--- src/rtl/psk_pkg.sv ---
package psk_pkg;
  typedef enum logic {
    MOD_BPSK = 1'b0,
    MOD_QPSK = 1'b1
  } psk_mode_e;
endpackage

--- src/rtl/psk_phase_acc.sv ---
// Phase accumulator with optional first-order error-feedback truncation.
// trunc_nxt is the truncated phase belonging to the value loaded at the next edge.
module psk_phase_acc #(
  parameter int ACC_W = 32,
  parameter int PH_W  = 12
) (
  input  logic             clk,
  input  logic             rst,
  input  logic [ACC_W-1:0] fcw,
  input  logic             shape_en,
  output logic [PH_W-1:0]  trunc_nxt
);
  localparam int LOW_W = ACC_W - PH_W;

  logic [ACC_W-1:0] acc_q;
  logic [LOW_W-1:0] err_q;
  logic [ACC_W-1:0] acc_nxt;
  logic [ACC_W-1:0] shaped_nxt;
  logic [LOW_W-1:0] err_nxt;

  function automatic logic [ACC_W-1:0] wrap_add(input logic [ACC_W-1:0] a,
                                                 input logic [ACC_W-1:0] b);
    return a + b;
  endfunction

  function automatic logic [ACC_W-1:0] feed_residue(input logic [ACC_W-1:0] v,
                                                     input logic [LOW_W-1:0] r,
                                                     input logic en);
    logic [ACC_W-1:0] ext;
    ext = {{PH_W{1'b0}}, r};
    return en ? (v + ext) : v;
  endfunction

  always_comb begin
    acc_nxt    = wrap_add(acc_q, fcw);
    shaped_nxt = feed_residue(acc_nxt, err_q, shape_en);
    err_nxt    = shape_en ? shaped_nxt[LOW_W-1:0] : '0;
    trunc_nxt  = shaped_nxt[ACC_W-1:LOW_W];
  end

  always_ff @(posedge clk) begin
    if (rst) begin
      acc_q <= '0;
      err_q <= '0;
    end else begin
      acc_q <= acc_nxt;
      err_q <= err_nxt;
    end
  end

  // accumulator advances by the sampled word, modulo 2^ACC_W
  assert_acc_step_R1: assert property (@(posedge clk) disable iff (rst)
    !rst |=> acc_q == $past(acc_q) + $past(fcw));

  // residue is cleared whenever shaping is off
  assert_err_clear_R7: assert property (@(posedge clk) disable iff (rst)
    !shape_en |=> err_q == '0);
endmodule

--- src/rtl/psk_offset.sv ---
// Data-driven phase offset applied to the truncated phase word.
module psk_offset
  import psk_pkg::*;
#(
  parameter int PH_W = 12
) (
  input  logic [PH_W-1:0] ph_in,
  input  psk_mode_e       mode,
  input  logic [1:0]      sym,
  output logic [PH_W-1:0] ph_out
);
  function automatic logic [PH_W-1:0] bpsk_flip(input logic [PH_W-1:0] p,
                                                 input logic b);
    return p ^ {b, {(PH_W-1){1'b0}}};
  endfunction

  function automatic logic [PH_W-1:0] qpsk_rotate(input logic [PH_W-1:0] p,
                                                   input logic [1:0] q);
    return p + {q, {(PH_W-2){1'b0}}};
  endfunction

  always_comb begin
    if (mode == MOD_QPSK) ph_out = qpsk_rotate(ph_in, sym);
    else                  ph_out = bpsk_flip(ph_in, sym[0]);
  end
endmodule

--- src/rtl/psk_phase_mod.sv ---
module psk_phase_mod
  import psk_pkg::*;
#(
  parameter int ACC_W = 32,
  parameter int PH_W  = 12
) (
  input  logic             clk,
  input  logic             rst,
  input  logic [ACC_W-1:0] fcw,
  input  logic             mode,
  input  logic [1:0]       sym,
  input  logic             shape_en,
  output logic [PH_W-1:0]  phase,
  output logic             phase_vld
);
  generate
    if (PH_W < 12 || PH_W > 16 || PH_W >= ACC_W) begin : g_bad_widths
      $error("psk_phase_mod: PH_W must be 12..16 and below ACC_W");
    end
  endgenerate

  psk_mode_e       mode_e;
  logic [PH_W-1:0] trunc_w;
  logic [PH_W-1:0] mod_w;
  logic [PH_W-1:0] phase_q;
  logic            vld_q;

  assign mode_e = psk_mode_e'(mode);

  psk_phase_acc #(.ACC_W(ACC_W), .PH_W(PH_W)) u_acc (
    .clk       (clk),
    .rst       (rst),
    .fcw       (fcw),
    .shape_en  (shape_en),
    .trunc_nxt (trunc_w)
  );

  psk_offset #(.PH_W(PH_W)) u_off (
    .ph_in  (trunc_w),
    .mode   (mode_e),
    .sym    (sym),
    .ph_out (mod_w)
  );

  always_ff @(posedge clk) begin
    if (rst) begin
      phase_q <= '0;
      vld_q   <= 1'b0;
    end else begin
      phase_q <= mod_w;
      vld_q   <= 1'b1;
    end
  end

  assign phase     = phase_q;
  assign phase_vld = vld_q;

  // strobe follows every non-reset edge
  assert_vld_R9: assert property (@(posedge clk) disable iff (rst)
    !rst |=> phase_vld);

  // offsets never touch the bits below the top two
  assert_low_bits_R4: assert property (@(posedge clk) disable iff (rst)
    !rst |=> phase[PH_W-3:0] == $past(trunc_w[PH_W-3:0]));

  // binary mode with data 0 passes the truncated phase unchanged
  assert_bpsk_zero_R3: assert property (@(posedge clk) disable iff (rst)
    (!mode && !sym[0]) |=> phase == $past(trunc_w));

  // binary mode with data 1 differs only in the MSB
  assert_bpsk_flip_R3: assert property (@(posedge clk) disable iff (rst)
    (!mode && sym[0]) |=> (phase ^ $past(trunc_w)) == {1'b1, {(PH_W-1){1'b0}}});
endmodule

--- config.mk ---
export PLATFORM = sky130hd
export DESIGN_NAME = psk_phase_mod
export DESIGN_NICKNAME = d
export VERILOG_FILES = /design/src/rtl/psk_pkg.sv /design/src/rtl/psk_phase_acc.sv /design/src/rtl/psk_offset.sv /design/src/rtl/psk_phase_mod.sv
export SDC_FILE = /design/constraint.sdc
export NUM_CORES = 1
export LEC_CHECK = 0
export ABC_AREA = 1
export CAP_MARGIN = 20
export CELL_PAD_IN_SITES_DETAIL_PLACEMENT = 1
export CELL_PAD_IN_SITES_GLOBAL_PLACEMENT = 2
export CORE_ASPECT_RATIO = 0.6
export CORE_MARGIN = 4
export CORE_UTILIZATION = 25
export DETAILED_ROUTE_END_ITERATION = 8
export GPL_TIMING_DRIVEN = 0
export PLACE_DENSITY_LB_ADDON = 0.1
export REMOVE_ABC_BUFFERS = 1
export SLEW_MARGIN = 0
export SYNTH_ARGS = -nofsm -noshare
export SYNTH_HDL_FRONTEND = slang
export SYNTH_SLANG_ARGS = --single-unit
--- constraint.sdc ---
create_clock -name clk -period 4.85 [get_ports clk]
set_input_delay 0.7275 -clock clk [delete_from_list [all_inputs] [get_ports clk]]
set_output_delay 0.7275 -clock clk [all_outputs]
set_load 0.005 [all_outputs]
Word level (Yosys, flattened, before mapping) --
Index checks and enable logic that the tools add are counted.
Storage, ports and cells: output and inout bits 13, flip-flop bits (word level) 65, word-level logic and storage cells 13, input bits 38
Operators by class: reduce and logical (&&, ||, !) cells 1, mux-type cells 3, $add $sub $neg 3, bitwise operators 2
Operator list (number):
- 32-bit by 20-bit adder with 32-bit output | 1
- 32-bit adder | 1
- 32-bit two-way mux | 1
- 12-bit adder | 1
- 12-bit two-way mux | 1
- 12-bit XOR | 1
- 2-bit OR reduction | 1
- 1-bit two-way mux | 1
- 1-bit NOT | 1

Longest topological paths before layout --
depth in word-level cells 5, gate-level depth with buffers 31, depth with buffers taken out 31

Modules after synthesis --
A second synthesis with hierarchy kept.
Second synthesis, totals: cells, all modules 960, area total of the unflattened synthesis 5896.9 sq um
Modules (own cells, without submodules):
- psk_phase_acc | area each 5368.9 sq um, times used 1, seq. area each 1041.0 sq um, cells each 892
- psk_phase_mod | area each 365.4 sq um, times used 1, seq. area each 260.2 sq um, cells each 39
- psk_offset | area each 162.7 sq um, times used 1, seq. area each 0.0 sq um, cells each 29

Worst setup path after synthesis --
No wires, ideal clock.
path kind input -> register, start point input fcw[0], end point register phase_q[11] (netlist: phase[11]), library setup time 0.113 ns, setup slack 0.352 ns, arrival time 4.385 ns, data required time 4.737 ns, path buffers 0, cell stages on the path 26, cell sequence ha_1 > fa_1 > nand3_1 > nand3b_1 > nand2_1 > nand2_1 > nand2_1 > nand2_1 > xnor2_1 > inv_1 > ha_1 > nand2_1 > nor3_1 > nand3_1 > nand3_1 > nand3_2 > nor3_4 > nand3_1 > nand2_1 > nand2_1 > ha_1 > xnor2_1 > a21oi_1 > xnor3_1 > nor2_1 > nor2_1
On the way: longest elaborated chain between the ends 5, elaborated cells between the ends (all ways) 6
Ends and longest elaborated chain:
- from (decl) | RTL line psk_phase_mod.sv:9 | input logic [ACC_W-1:0] fcw,
- 32-bit adder (*) | RTL line psk_phase_acc.sv:23 | return a + b;
- net u_acc.acc_nxt[18] | RTL line psk_phase_acc.sv:17 | logic [ACC_W-1:0] acc_nxt;
- 32-bit by 20-bit adder with 32-bit output (*) | RTL line psk_phase_acc.sv:31 | return en ? (v + ext) : v;
- 32-bit two-way mux (*) | RTL line psk_phase_acc.sv:31
- 12-bit adder / 12-bit XOR (equally long branches) | RTL line psk_offset.sv:19, psk_offset.sv:14
- 12-bit two-way mux (*) | RTL line psk_offset.sv:23 | if (mode == MOD_QPSK) ph_out = qpsk_rotate(ph_in, sym);
- to (signal assigned) | RTL line psk_phase_mod.sv:50 | phase_q <= mod_w;
- to (decl) | RTL line psk_phase_mod.sv:25 | logic [PH_W-1:0] phase_q;
Mark *: on every way through the listed nets, which the timed path passes. The rest lies on a longest branch. A chain may end at the register's enable or synchronous reset.

Final worst setup path --
start point input fcw[9], end point register phase_q[10] (netlist: phase[10])
On the way: longest elaborated chain between the ends 5, elaborated cells between the ends (all ways) 6
Ends and longest elaborated chain (RTL line):
- 32-bit adder (*) | psk_phase_acc.sv:23
- 32-bit by 20-bit adder with 32-bit output | psk_phase_acc.sv:31
- 32-bit two-way mux (*) | psk_phase_acc.sv:31
- 12-bit adder / 12-bit XOR (equally long branches) | psk_offset.sv:19, psk_offset.sv:14
- 12-bit two-way mux (*) | psk_offset.sv:23
Every way passes the cells marked *; elsewhere a longest branch is shown, timed or not.

==> metrics.cfg <==
[status]
status=complete, no violations

[timing]
fin_setup_tns_ns=0
tightest_slew_ns=0.875
finClkSkew_ns=0.0102
slew_headroom_pct=41.5
fin_crit_ns=4.70
holdWs_ns=0.575
setup_viol=0
min_period_over_period_pct=96.8
slew_violations=0
max_freq_mhz=213
timing.final.hold_violations=0

[global_routing]
track_usage_pct=17.7
grt_pass1_vias=5678
antenna_found_initial=0
grt_max_degree=21
grt_pass1_wl_um=32200
overflow=0

[logic_synthesis]
yosysSeqAreaShare_pct=24.7
synth_edf_count=0
synthFlopType=dfxtp_1
syn_area_sq_um=5260
synthArstFlopShare_pct=0
synth.distinct_cells=35
synth_warnings=0
ys_ff_latch=65
syn-mean-instance-area_sq_um=6.24
synthCells=843

[clocking]
tritoncts=done
clk_latency_ns=0.35
cts_sinks=65
hold_buffers=0
numCtsBuffers=9
ctsHtreeMaxLevel=3
root_buffer=clkbuf_16
path_clk_slew_ns=0.06
cts.path.max_buffers=2

[drt]
avgViaCountPerCell=4.53
wl_per_cell_um=16.9
drcViolationCount=0
drtAntennaViolNets=0
num_vias=5537
drt_wl_total_um=20600
dr.pass1.iters=4
drtIter0Drc=272

[floorplanning]
io_pins=51
num_rows=40
die_x_um=195
core_area_sq_um=20300
initial_core_util_pct=25.9
die_h_um=120
dieArea_sq_um=23500

[worst_setup_path]
path_class=in -> reg
critical_path.slowest_cell=nand3b_1
cp.arrival_ns=4.99
worst_path_most_repeated_cell=buf_4
worst-path-max-fanout=4
critical_path_buf_inv_count=23
crit_path_end_kind=register
slowest_delay_ns=0.27
critical-path-top-delay-family=buffers and inverters
cp-start-kind=input port
required_ns=5.15

[placed_design]
place_hpwl_um=16400
dpl_cell_area_sq_um=6100
portBuffers=50
place.gp.congestion=0.823

[pwr]
power_density_nw_per_um2=785
p_leak_nw=3.69
vdd_drop_max_mv=0.250

[final_layout]
ff_latch_area_sq_um=1300
nets=1038
drive_above_1_share_pct=21.2
utilization_pct=36.9
fin_area_sq_um=7490
fillCellCount=2553
area_delta_synth_final_pct=42.4
multi_input_area_sq_um=4160
diodes=0

[hold_path]
min_path_type=reg -> reg

[run]
max_cap_violations=0

synthesized netlist by cell type, drive strengths merged (3+ instances only):
master / number / area (sq um)
inv: 137 / 514
o21ai: 24 / 120
o21a: 4 / 30.0
nand4: 9 / 56.3
xor2: 18 / 158
a31oi: 3 / 18.8
clkinv: 4 / 15.0
nor3: 9 / 56.3
dfxtp: 65 / 1300
nor4: 5 / 37.5
nand2: 270 / 1050
nor2: 114 / 463
clkbuf: 4 / 15.0
o21bai: 6 / 45.0
a21oi: 56 / 284
ha: 53 / 663
nand3: 40 / 220
nand3b: 3 / 22.5
xnor2: 8 / 70.1
routing by layer:
layer  wire [um]  track usage (%)
met4         148             3.18
met5           0                0
met2        7450             23.1
met3         544             2.81
met1       12500             29.7
worst paths after layout:
check	cells after the start	from	endpoint	slack [ns]
setup / recovery	38	fcw[9]	phase[10]	0.15
hold reg to reg	3	u_acc.err_q[0]	u_acc.err_q[0]	0.57
hold / removal	3	u_acc.err_q[0]	u_acc.err_q[0]	0.57
setup reg to reg	37	u_acc.acc_q[9]	phase[10]	0.40
stage by stage:
stage	total power, mW	instances	worst slack, ns
2_1_floorplan	3.04	838	0.352
3_3_place_gp	4.04	1161	-1.24
3_5_place_dp	4.11	1162	-1.30
4_1_cts	5.47	1209	0.0141
5_1_grt	6.44	1223	-0.0835
6_report	5.88	1223	0.153
logic make-up after synthesis:
family / synth area share, %
adders and majority gates: 13.4
and+or+nand+nor: 36.2
AOI/OAI and AO/OA: 10.5
DFF: 24.7
xor gates and xnor gates: 4.76
buffers and inverters: 10.4
cell type report:
| type | instances | share of cell area, % |
|---|---|---|
| Multi-Input combinational cell | 632 | 55.6 |
| Clock buffer | 9 | 3.01 |
| Tap cell | 273 | 4.56 |
| Inverter | 141 | 7.07 |
| Clock inverter | 7 | 1.04 |
| Timing Repair Buffer | 96 | 11.4 |
| Sequential cell | 65 | 17.4 |
what timing repair did:
item                                    in CTS  in global routing
resized for setup                           85                 72
cloned                                       0                  0
setup buffers                               31                 14
endpoints found under the setup margin       2                  2
pin swaps                                   24                 41
state kept, by name, summed over array words and instances, names as in the netlist:
register,cells
phase,12
u_acc.acc_q,32
phase_vld,1
u_acc.err_q,20
worst min-delay path: stages (launching register included):
cell and delay (ns):
dfxtp_1 0.31, ha_1 0.12, inv_1 0.03, nor2_1 0.08
cell usage in the layout, fill, tap and decap left out, types with 4 or more instances in the layout:
cell and instances:
a21oi_1 49, a21oi_2 7, buf_4 44, clkbuf_16 9
clkdlybuf4s50_1 35, dfxtp_1 65, dlygate4sd2_1 10, ha_1 23
ha_4 27, inv_1 132, inv_2 6, nand2_1 218
nand2_2 42, nand2_4 10, nand3_1 28, nand3_2 9
nand4_1 9, nor2_1 100, nor2_2 11, nor3_1 7
nor4_1 4, o21a_1 4, o21ai_0 24, o21bai_1 6
xnor2_1 5, xor2_1 9, xor2_2 6
power by group:
group	switching (mW)	internal, mW
Sequential	0.112	0.755
Clock	0.284	0.403
Combinational	2.63	1.70
Total	3.03	2.85
No activity file was read; power rests on OpenSTA's default activity.
